--- src/rtl/sio_rx_pkg.sv ---
package sio_rx_pkg;

  localparam int CHAR_W = 9;

  localparam logic [1:0] PAR_EVEN = 2'b01;
  localparam logic [1:0] PAR_ODD  = 2'b10;

  typedef struct packed {
    logic              perr;
    logic              ferr;
    logic [CHAR_W-1:0] data;
  } rx_char_t;

  typedef enum logic [2:0] {
    ST_IDLE,
    ST_START,
    ST_DATA,
    ST_PAR,
    ST_STOP
  } rx_state_t;

endpackage

--- src/rtl/sio_rx_sampler.sv ---
module sio_rx_sampler
  import sio_rx_pkg::*;
#(
  parameter int OSR         = 16,
  parameter int SYNC_STAGES = 2
) (
  input  logic       clk,
  input  logic       rst_n,
  input  logic       tick,
  input  logic       line_in,
  input  logic       nine,
  input  logic [1:0] par_mode,
  output logic       done,
  output rx_char_t   frame
);

  localparam int PW = $clog2(OSR);
  localparam int BW = $clog2(CHAR_W);
  localparam logic [PW-1:0] PH_PRE  = PW'(OSR / 2 - 1);
  localparam logic [PW-1:0] PH_MID  = PW'(OSR / 2);
  localparam logic [PW-1:0] PH_POST = PW'(OSR / 2 + 1);
  localparam logic [PW-1:0] PH_LAST = PW'(OSR - 1);

  // line synchroniser
  logic [SYNC_STAGES-1:0] sync_q;
  logic                   line;

  always_ff @(posedge clk or negedge rst_n) begin
    if (!rst_n) sync_q <= '1;
    else        sync_q <= {sync_q[SYNC_STAGES-2:0], line_in};
  end
  assign line = sync_q[SYNC_STAGES-1];

  rx_state_t         state_q, state_d;
  logic [PW-1:0]     phase_q, phase_d;
  logic [BW-1:0]     bitn_q, bitn_d;
  logic [CHAR_W-1:0] shift_q, shift_d;
  logic [1:0]        vote_q, vote_d;
  logic              parbit_q, parbit_d;
  logic              done_q, done_d;
  rx_char_t          frame_q, frame_d;

  logic              majority;
  logic              par_en;
  logic [BW-1:0]     last_bit;
  logic [CHAR_W-1:0] char_val;

  assign majority = (vote_q[0] & vote_q[1]) | (line & (vote_q[0] | vote_q[1]));
  assign par_en   = !nine && (par_mode == PAR_EVEN || par_mode == PAR_ODD);
  assign last_bit = nine ? BW'(CHAR_W - 1) : BW'(CHAR_W - 2);
  assign char_val = nine ? shift_q : {1'b0, shift_q[CHAR_W-1:1]};

  always_comb begin
    state_d  = state_q;
    phase_d  = phase_q;
    bitn_d   = bitn_q;
    shift_d  = shift_q;
    vote_d   = vote_q;
    parbit_d = parbit_q;
    frame_d  = frame_q;
    done_d   = 1'b0;
    if (tick) begin
      if (state_q != ST_IDLE) begin
        phase_d = phase_q + 1'b1;
        if (phase_q == PH_PRE) vote_d[0] = line;
        if (phase_q == PH_MID) vote_d[1] = line;
      end
      case (state_q)
        ST_IDLE: begin
          if (!line) begin
            state_d = ST_START;
            phase_d = PW'(1);
          end
        end
        ST_START: begin
          if (phase_q == PH_MID && line) begin
            state_d = ST_IDLE;
            phase_d = '0;
          end else if (phase_q == PH_LAST) begin
            state_d = ST_DATA;
            phase_d = '0;
            bitn_d  = '0;
          end
        end
        ST_DATA: begin
          if (phase_q == PH_POST) shift_d = {majority, shift_q[CHAR_W-1:1]};
          if (phase_q == PH_LAST) begin
            phase_d = '0;
            if (bitn_q == last_bit) state_d = par_en ? ST_PAR : ST_STOP;
            else                    bitn_d  = bitn_q + 1'b1;
          end
        end
        ST_PAR: begin
          if (phase_q == PH_POST) parbit_d = majority;
          if (phase_q == PH_LAST) begin
            phase_d = '0;
            state_d = ST_STOP;
          end
        end
        ST_STOP: begin
          if (phase_q == PH_POST) begin
            state_d      = ST_IDLE;
            phase_d      = '0;
            done_d       = 1'b1;
            frame_d.data = char_val;
            frame_d.ferr = !majority;
            frame_d.perr = par_en &&
                           (((^char_val[7:0]) ^ parbit_q) != (par_mode == PAR_ODD));
          end
        end
        default: begin
          state_d = ST_IDLE;
          phase_d = '0;
        end
      endcase
    end
  end

  always_ff @(posedge clk or negedge rst_n) begin
    if (!rst_n) begin
      state_q  <= ST_IDLE;
      phase_q  <= '0;
      bitn_q   <= '0;
      shift_q  <= '0;
      vote_q   <= '0;
      parbit_q <= 1'b0;
      done_q   <= 1'b0;
      frame_q  <= '0;
    end else begin
      state_q  <= state_d;
      phase_q  <= phase_d;
      bitn_q   <= bitn_d;
      shift_q  <= shift_d;
      vote_q   <= vote_d;
      parbit_q <= parbit_d;
      done_q   <= done_d;
      frame_q  <= frame_d;
    end
  end

  assign done  = done_q;
  assign frame = frame_q;

endmodule

--- src/rtl/sio_rx_fifo.sv ---
module sio_rx_fifo #(
  parameter int WIDTH = 11,
  parameter int DEPTH = 4,
  localparam int AW = (DEPTH > 1) ? $clog2(DEPTH) : 1,
  localparam int CW = $clog2(DEPTH + 1)
) (
  input  logic             clk,
  input  logic             rst_n,
  input  logic             push,
  input  logic [WIDTH-1:0] push_data,
  input  logic             pop,
  output logic [WIDTH-1:0] head,
  output logic [CW-1:0]    count,
  output logic             full,
  output logic             empty
);

  logic [WIDTH-1:0] mem [DEPTH];
  logic [AW-1:0]    wr_q, wr_d, rd_q, rd_d;
  logic [CW-1:0]    cnt_q, cnt_d;
  logic             do_push, do_pop;

  assign full    = (cnt_q == CW'(DEPTH));
  assign empty   = (cnt_q == '0);
  assign do_push = push && !full;
  assign do_pop  = pop && !empty;

  function automatic logic [AW-1:0] bump(input logic [AW-1:0] p);
    return (p == AW'(DEPTH - 1)) ? '0 : p + 1'b1;
  endfunction

  always_comb begin
    wr_d  = do_push ? bump(wr_q) : wr_q;
    rd_d  = do_pop  ? bump(rd_q) : rd_q;
    cnt_d = cnt_q;
    case ({do_push, do_pop})
      2'b10:   cnt_d = cnt_q + 1'b1;
      2'b01:   cnt_d = cnt_q - 1'b1;
      default: cnt_d = cnt_q;
    endcase
  end

  always_ff @(posedge clk or negedge rst_n) begin
    if (!rst_n) begin
      wr_q  <= '0;
      rd_q  <= '0;
      cnt_q <= '0;
    end else begin
      wr_q  <= wr_d;
      rd_q  <= rd_d;
      cnt_q <= cnt_d;
    end
  end

  for (genvar i = 0; i < DEPTH; i++) begin : g_slot
    always_ff @(posedge clk) begin
      if (do_push && wr_q == AW'(i)) mem[i] <= push_data;
    end
  end

  assign head  = mem[rd_q];
  assign count = cnt_q;

endmodule

--- src/rtl/sio_rx_engine.sv ---
module sio_rx_engine
  import sio_rx_pkg::*;
#(
  parameter int OSR         = 16,
  parameter int DEPTH       = 4,
  parameter int SYNC_STAGES = 2
) (
  input  logic        clk,
  input  logic        rst_n,
  input  logic        baud_tick,
  input  logic        rx_pin,
  input  logic        lb_tx,
  input  logic        cfg_loopback,
  input  logic        cfg_nine,
  input  logic [1:0]  cfg_parity,
  input  logic        cfg_addr_only,
  input  logic        ovr_clear,
  input  logic        rd_ready,
  output logic        rd_valid,
  output logic [8:0]  rd_data,
  output logic        rd_perr,
  output logic        rd_ferr,
  output logic        overrun,
  output logic        rts,
  output logic        rx_irq
);

  localparam int EW = $bits(rx_char_t);
  localparam int CW = $clog2(DEPTH + 1);

  logic          line_sel;
  logic          smp_done;
  rx_char_t      smp_char;
  rx_char_t      head;
  logic [CW-1:0] fill;
  logic          full, empty, keep, push;
  logic          ovr_q, ovr_d, irq_q, irq_d;

  assign line_sel = cfg_loopback ? lb_tx : rx_pin;

  sio_rx_sampler #(
    .OSR         (OSR),
    .SYNC_STAGES (SYNC_STAGES)
  ) u_sampler (
    .clk      (clk),
    .rst_n    (rst_n),
    .tick     (baud_tick),
    .line_in  (line_sel),
    .nine     (cfg_nine),
    .par_mode (cfg_parity),
    .done     (smp_done),
    .frame    (smp_char)
  );

  // address filter ahead of the queue
  assign keep = smp_done &&
                !(cfg_nine && cfg_addr_only && !smp_char.data[CHAR_W-1]);
  assign push = keep && !full;

  sio_rx_fifo #(
    .WIDTH (EW),
    .DEPTH (DEPTH)
  ) u_fifo (
    .clk       (clk),
    .rst_n     (rst_n),
    .push      (push),
    .push_data (smp_char),
    .pop       (rd_valid && rd_ready),
    .head      (head),
    .count     (fill),
    .full      (full),
    .empty     (empty)
  );

  always_comb begin
    ovr_d = ovr_q;
    if (ovr_clear)    ovr_d = 1'b0;
    if (keep && full) ovr_d = 1'b1;
    irq_d = push;
  end

  always_ff @(posedge clk or negedge rst_n) begin
    if (!rst_n) begin
      ovr_q <= 1'b0;
      irq_q <= 1'b0;
    end else begin
      ovr_q <= ovr_d;
      irq_q <= irq_d;
    end
  end

  assign rd_valid = !empty;
  assign rd_data  = head.data;
  assign rd_perr  = head.perr;
  assign rd_ferr  = head.ferr;
  assign overrun  = ovr_q;
  assign rts      = !full;
  assign rx_irq   = irq_q;

endmodule

--- config.mk ---
export PLATFORM = sky130hd
export DESIGN_NAME = sio_rx_engine
export DESIGN_NICKNAME = d
export VERILOG_FILES = /design/src/rtl/sio_rx_pkg.sv /design/src/rtl/sio_rx_sampler.sv /design/src/rtl/sio_rx_fifo.sv /design/src/rtl/sio_rx_engine.sv
export SDC_FILE = /design/constraint.sdc
export NUM_CORES = 1
export LEC_CHECK = 0
export BUFFER_PORTS_ARGS = -buffer_cell sky130_fd_sc_hd__buf_2
export CAP_MARGIN = 20
export CORE_AREA = 2 2 124 126
export CTS_CLUSTER_SIZE = 40
export DETAILED_ROUTE_END_ITERATION = 8
export DIE_AREA = 0 0 126 128
export PLACE_DENSITY = 0.45
export RECOVER_POWER = 25
export SYNTH_ARGS = -nofsm -noshare
export SYNTH_HDL_FRONTEND = slang
export SYNTH_SLANG_ARGS = --single-unit
--- constraint.sdc ---
create_clock -name clk -period 2.95 [get_ports clk]
set_clock_uncertainty 0.1 [all_clocks]
set_input_delay 0 -clock clk [delete_from_list [all_inputs] [get_ports clk]]
set_output_delay 0 -clock clk [all_outputs]
set_load 0.005 [all_outputs]
==> impl_results.md <==
* Run status: finished clean
* First drt pass iteration count at 4
* Post-Route WL at 7230 um
* Most common flop cell mapped by yosys: edfxtp_1
* WS Path Type: in -> reg
* Clk_lat worst skew at 0.34 ns
* Startpoint Class: input port
* TritonCTS Buffers at 9
* Detailed Place HPWL at 4910 um
* Reg2Reg Capture Point: u_fifo.count[1]$_DFFE_PN0P_
* Share of layout cells above drive strength 1 at 0.244
* Standard-cell row count at 45
* DRC viols at 0
* Critical path endpoint category: register
* Area contributors post-synth: edfxtp_1 32%, dfrtp_1 27%, mux4_2 6.1%
* Setup bufs post-CTS at 0
* Fin crit share at 0.794
* Worst path required time at 3.12 ns
* Max-Cap Viols at 0
* Hold endpoint: u_sampler.frame[10]$_DFFE_PN0P_
* Largest net degree at the start of global routing at 47
* R2R setup slack at 0.76 ns
* Post-synth top area cell: edfxtp_1
* Max-slew violation count at 0
* Synthesized instance count at 289
* Max clock buf depth at 2
* Drt via density at 4.43
* Leak at 2.02 nW
* Area occupied by multi-input gates at 1500 sq um
* Die X at 126 um
* Resize count post-CTS at 0
* First-pass GRT wire length at 12,000 um
* Final hold slack at 0.0726 ns
* Hold Vio Cnt, Final at 0
* Register area share after synthesis at 0.608
* Synthesis Warnings at 0
* Grt ovf at 0
* DRT iter0 DRCs at 156
* P_sw at 768 uW
* Initial Utilization at 0.274
* # IOs at 27
* Setup Viol. Count Final at 0
* Highest clock rate at 427 MHz
* I/O Buffers at 26
* Die span in y at 128 um
* Final Instance Area at 4790 sq um
* Final TNS setup at 0 ns
* Worst slew pin tran at 1.24 ns
* Clock Power Share at 0.387
* Initial antenna violation count at 0
* Die area at 16,100 sq um
* Post-synth top area share at 0.324
* Root Buffer: clkbuf_16
* Avg WL per Cell at 13.9 um
* CP arrival at 2.51 ns
* Filler Cell Count at 1,508
* Gpl congestion at 0.694
* Synth top cells by count: 44 x dfrtp_1, 44 x edfxtp_1, 32 x nand2_1, 14 x mux2_2
* Hold depth at 4
* Routed via count at 2,306
* Number of global-route vias before repair at 2,311
* Post-Synthesis Net Count at 313
* CTS Sinks at 90
* PwrDens at 599 nW/um^2
* HP Class: in -> reg
* Crit path time final at 2.34 ns
* Max FO, Critical Path at 16
* Reg clk slew, reported paths at 0.07 ns
* Synth-to-layout area growth at 17.7%
* # H-tree levels at 3
* Post-cts hold buffer count at 9
* Ys async rst share at 0.511
* Core area at 14,900 sq um
* Avg Inst Size Synth at 14.1 sq um
* Area of placed instances at 4390 sq um
* R2r startpoint: u_sampler.frame[8]$_DFFE_PN0P_
* Final #Nets at 351
* ANT cells at 0
* GR Util All Layers at 0.0971
* Final ANT Viol Nets at 0
* Worst r2r path cells at 7
* Post-synth EDFFs at 44
* Storage cell area at 2470 sq um
* Unrepaired setup endpoints after global routing: no
* Sw Ratio at 0.268
* Power share of the sequential group at 0.500
* Hold_sp: cfg_parity[0]
* Mapped Area at 4070 sq um
* Max IR drop VDD at 0.249 mV
* CTS tree: yes
* Cell variety after synth at 52
* Pint at 2.10 mW
* FF+latch count, synth at 90
* Slew Limit Headroom at 0.173
* Combinational power share at 0.113
## power groups by stage
stage | clock network [mW] | registers, mW | logic, mW
finish | 1.11 | 1.43 | 0.324
detailed placement | 0 | 1.46 | 0.320
global route | 1.21 | 1.45 | 0.370
floorplan | 0 | 1.41 | 0.283
CTS | 1.16 | 1.44 | 0.329
global placement | 0 | 1.46 | 0.316
## worst max-delay path by stage
stage                                         from                          end
finish                                    cfg_nine  u_fifo.count[2]$_DFFE_PN0P_
floorplan           u_sampler.frame[8]$_DFFE_PN0P_  u_fifo.count[2]$_DFFE_PN0P_
global placement    u_sampler.frame[8]$_DFFE_PN0P_  u_fifo.count[2]$_DFFE_PN0P_
detailed placement  u_sampler.frame[8]$_DFFE_PN0P_  u_fifo.count[1]$_DFFE_PN0P_
global route                              cfg_nine  u_fifo.count[2]$_DFFE_PN0P_
CTS                                       cfg_nine  u_fifo.count[2]$_DFFE_PN0P_
## registers in the layout, summed over array words and instances (netlist names)
register            flops
u_fifo.wr_q             2
u_sampler.done          1
u_fifo.rd_q             2
u_sampler.sync_q        2
overrun                 1
u_sampler.state_q       3
u_fifo.mem             44
rx_irq                  1
u_sampler.frame        11
u_sampler.phase_q       4
u_fifo.count            3
u_sampler.parbit_q      1
u_sampler.vote_q        2
u_sampler.bitn_q        4
u_sampler.shift_q       9
## metrics by stage
step                 util  std cells  power, mW  setup slack (ns)
floorplan               -        289       1.69             0.992
global placement    0.296        494       1.78             0.811
detailed placement  0.296        494       1.78             0.690
CTS                 0.321        519       2.93             0.584
global route        0.322        520       3.03             0.333
finish              0.322        520       2.87             0.607
## placed cells by master, fill, tap and decap left out, drive strengths merged, types with 2 or more instances in the layout
cell          n
and2          4
and3          2
buf          27
clkbuf       10
clkinvlp      2
dfrtp        44
dfstp         2
dlygate4sd3   9
edfxtp       44
ha           11
inv          18
mux2         14
mux2i        11
mux4         11
nand2        32
nand3         8
nand3b        4
nand4         2
nor2         13
nor3          4
nor4          2
o211ai        2
o21ai        19
o22a          2
o41ai         2
xnor2         9
xor2          5
## cell type report
| cell class | count | area share |
|---|---|---|
| timing repair buffer | 37 | 0.0514 |
| clock inverter | 7 | 0.0138 |
| sequential | 90 | 0.516 |
| inverter | 13 | 0.0102 |
| multi-input combinational | 176 | 0.312 |
| tap | 188 | 0.0491 |
| clock buffer | 9 | 0.0470 |
## layer usage
layer / global-route usage / up-vias / part of all wire
met1: 0.123 / 1131 / 0.47
met3: 0.0317 / 9 / 0.036
met2: 0.153 / 34 / 0.47
li1: - / 1132 / -
met4: 0.0407 / 0 / 0.017
met5: 0 / - / 0
## logic make-up after synthesis
| family | count (synthesis) | synth area share |
|---|---|---|
| AND/OR/NAND/NOR | 77 | 0.0965 |
| buffers and inverters | 23 | 0.0249 |
| AO/OA/AOI/OAI | 36 | 0.0704 |
| adder cells (fa/ha/maj) | 13 | 0.0412 |
| flip-flops | 90 | 0.608 |
| multiplexers | 36 | 0.127 |
| XOR/XNOR | 14 | 0.0320 |
## critical path: stages
cell           delay, ns
dlygate4sd3_1       0.52
buf_2               0.36
nand2_1             0.09
o21ai_0             0.25
a21oi_1             0.18
inv_1               0.10
ha_1                0.18
inv_1               0.06
fa_1                0.37
xor2_1              0.15
nor2_1              0.11
xor2_1              0.14
Note: power is estimated with default switching activity, not from simulation.
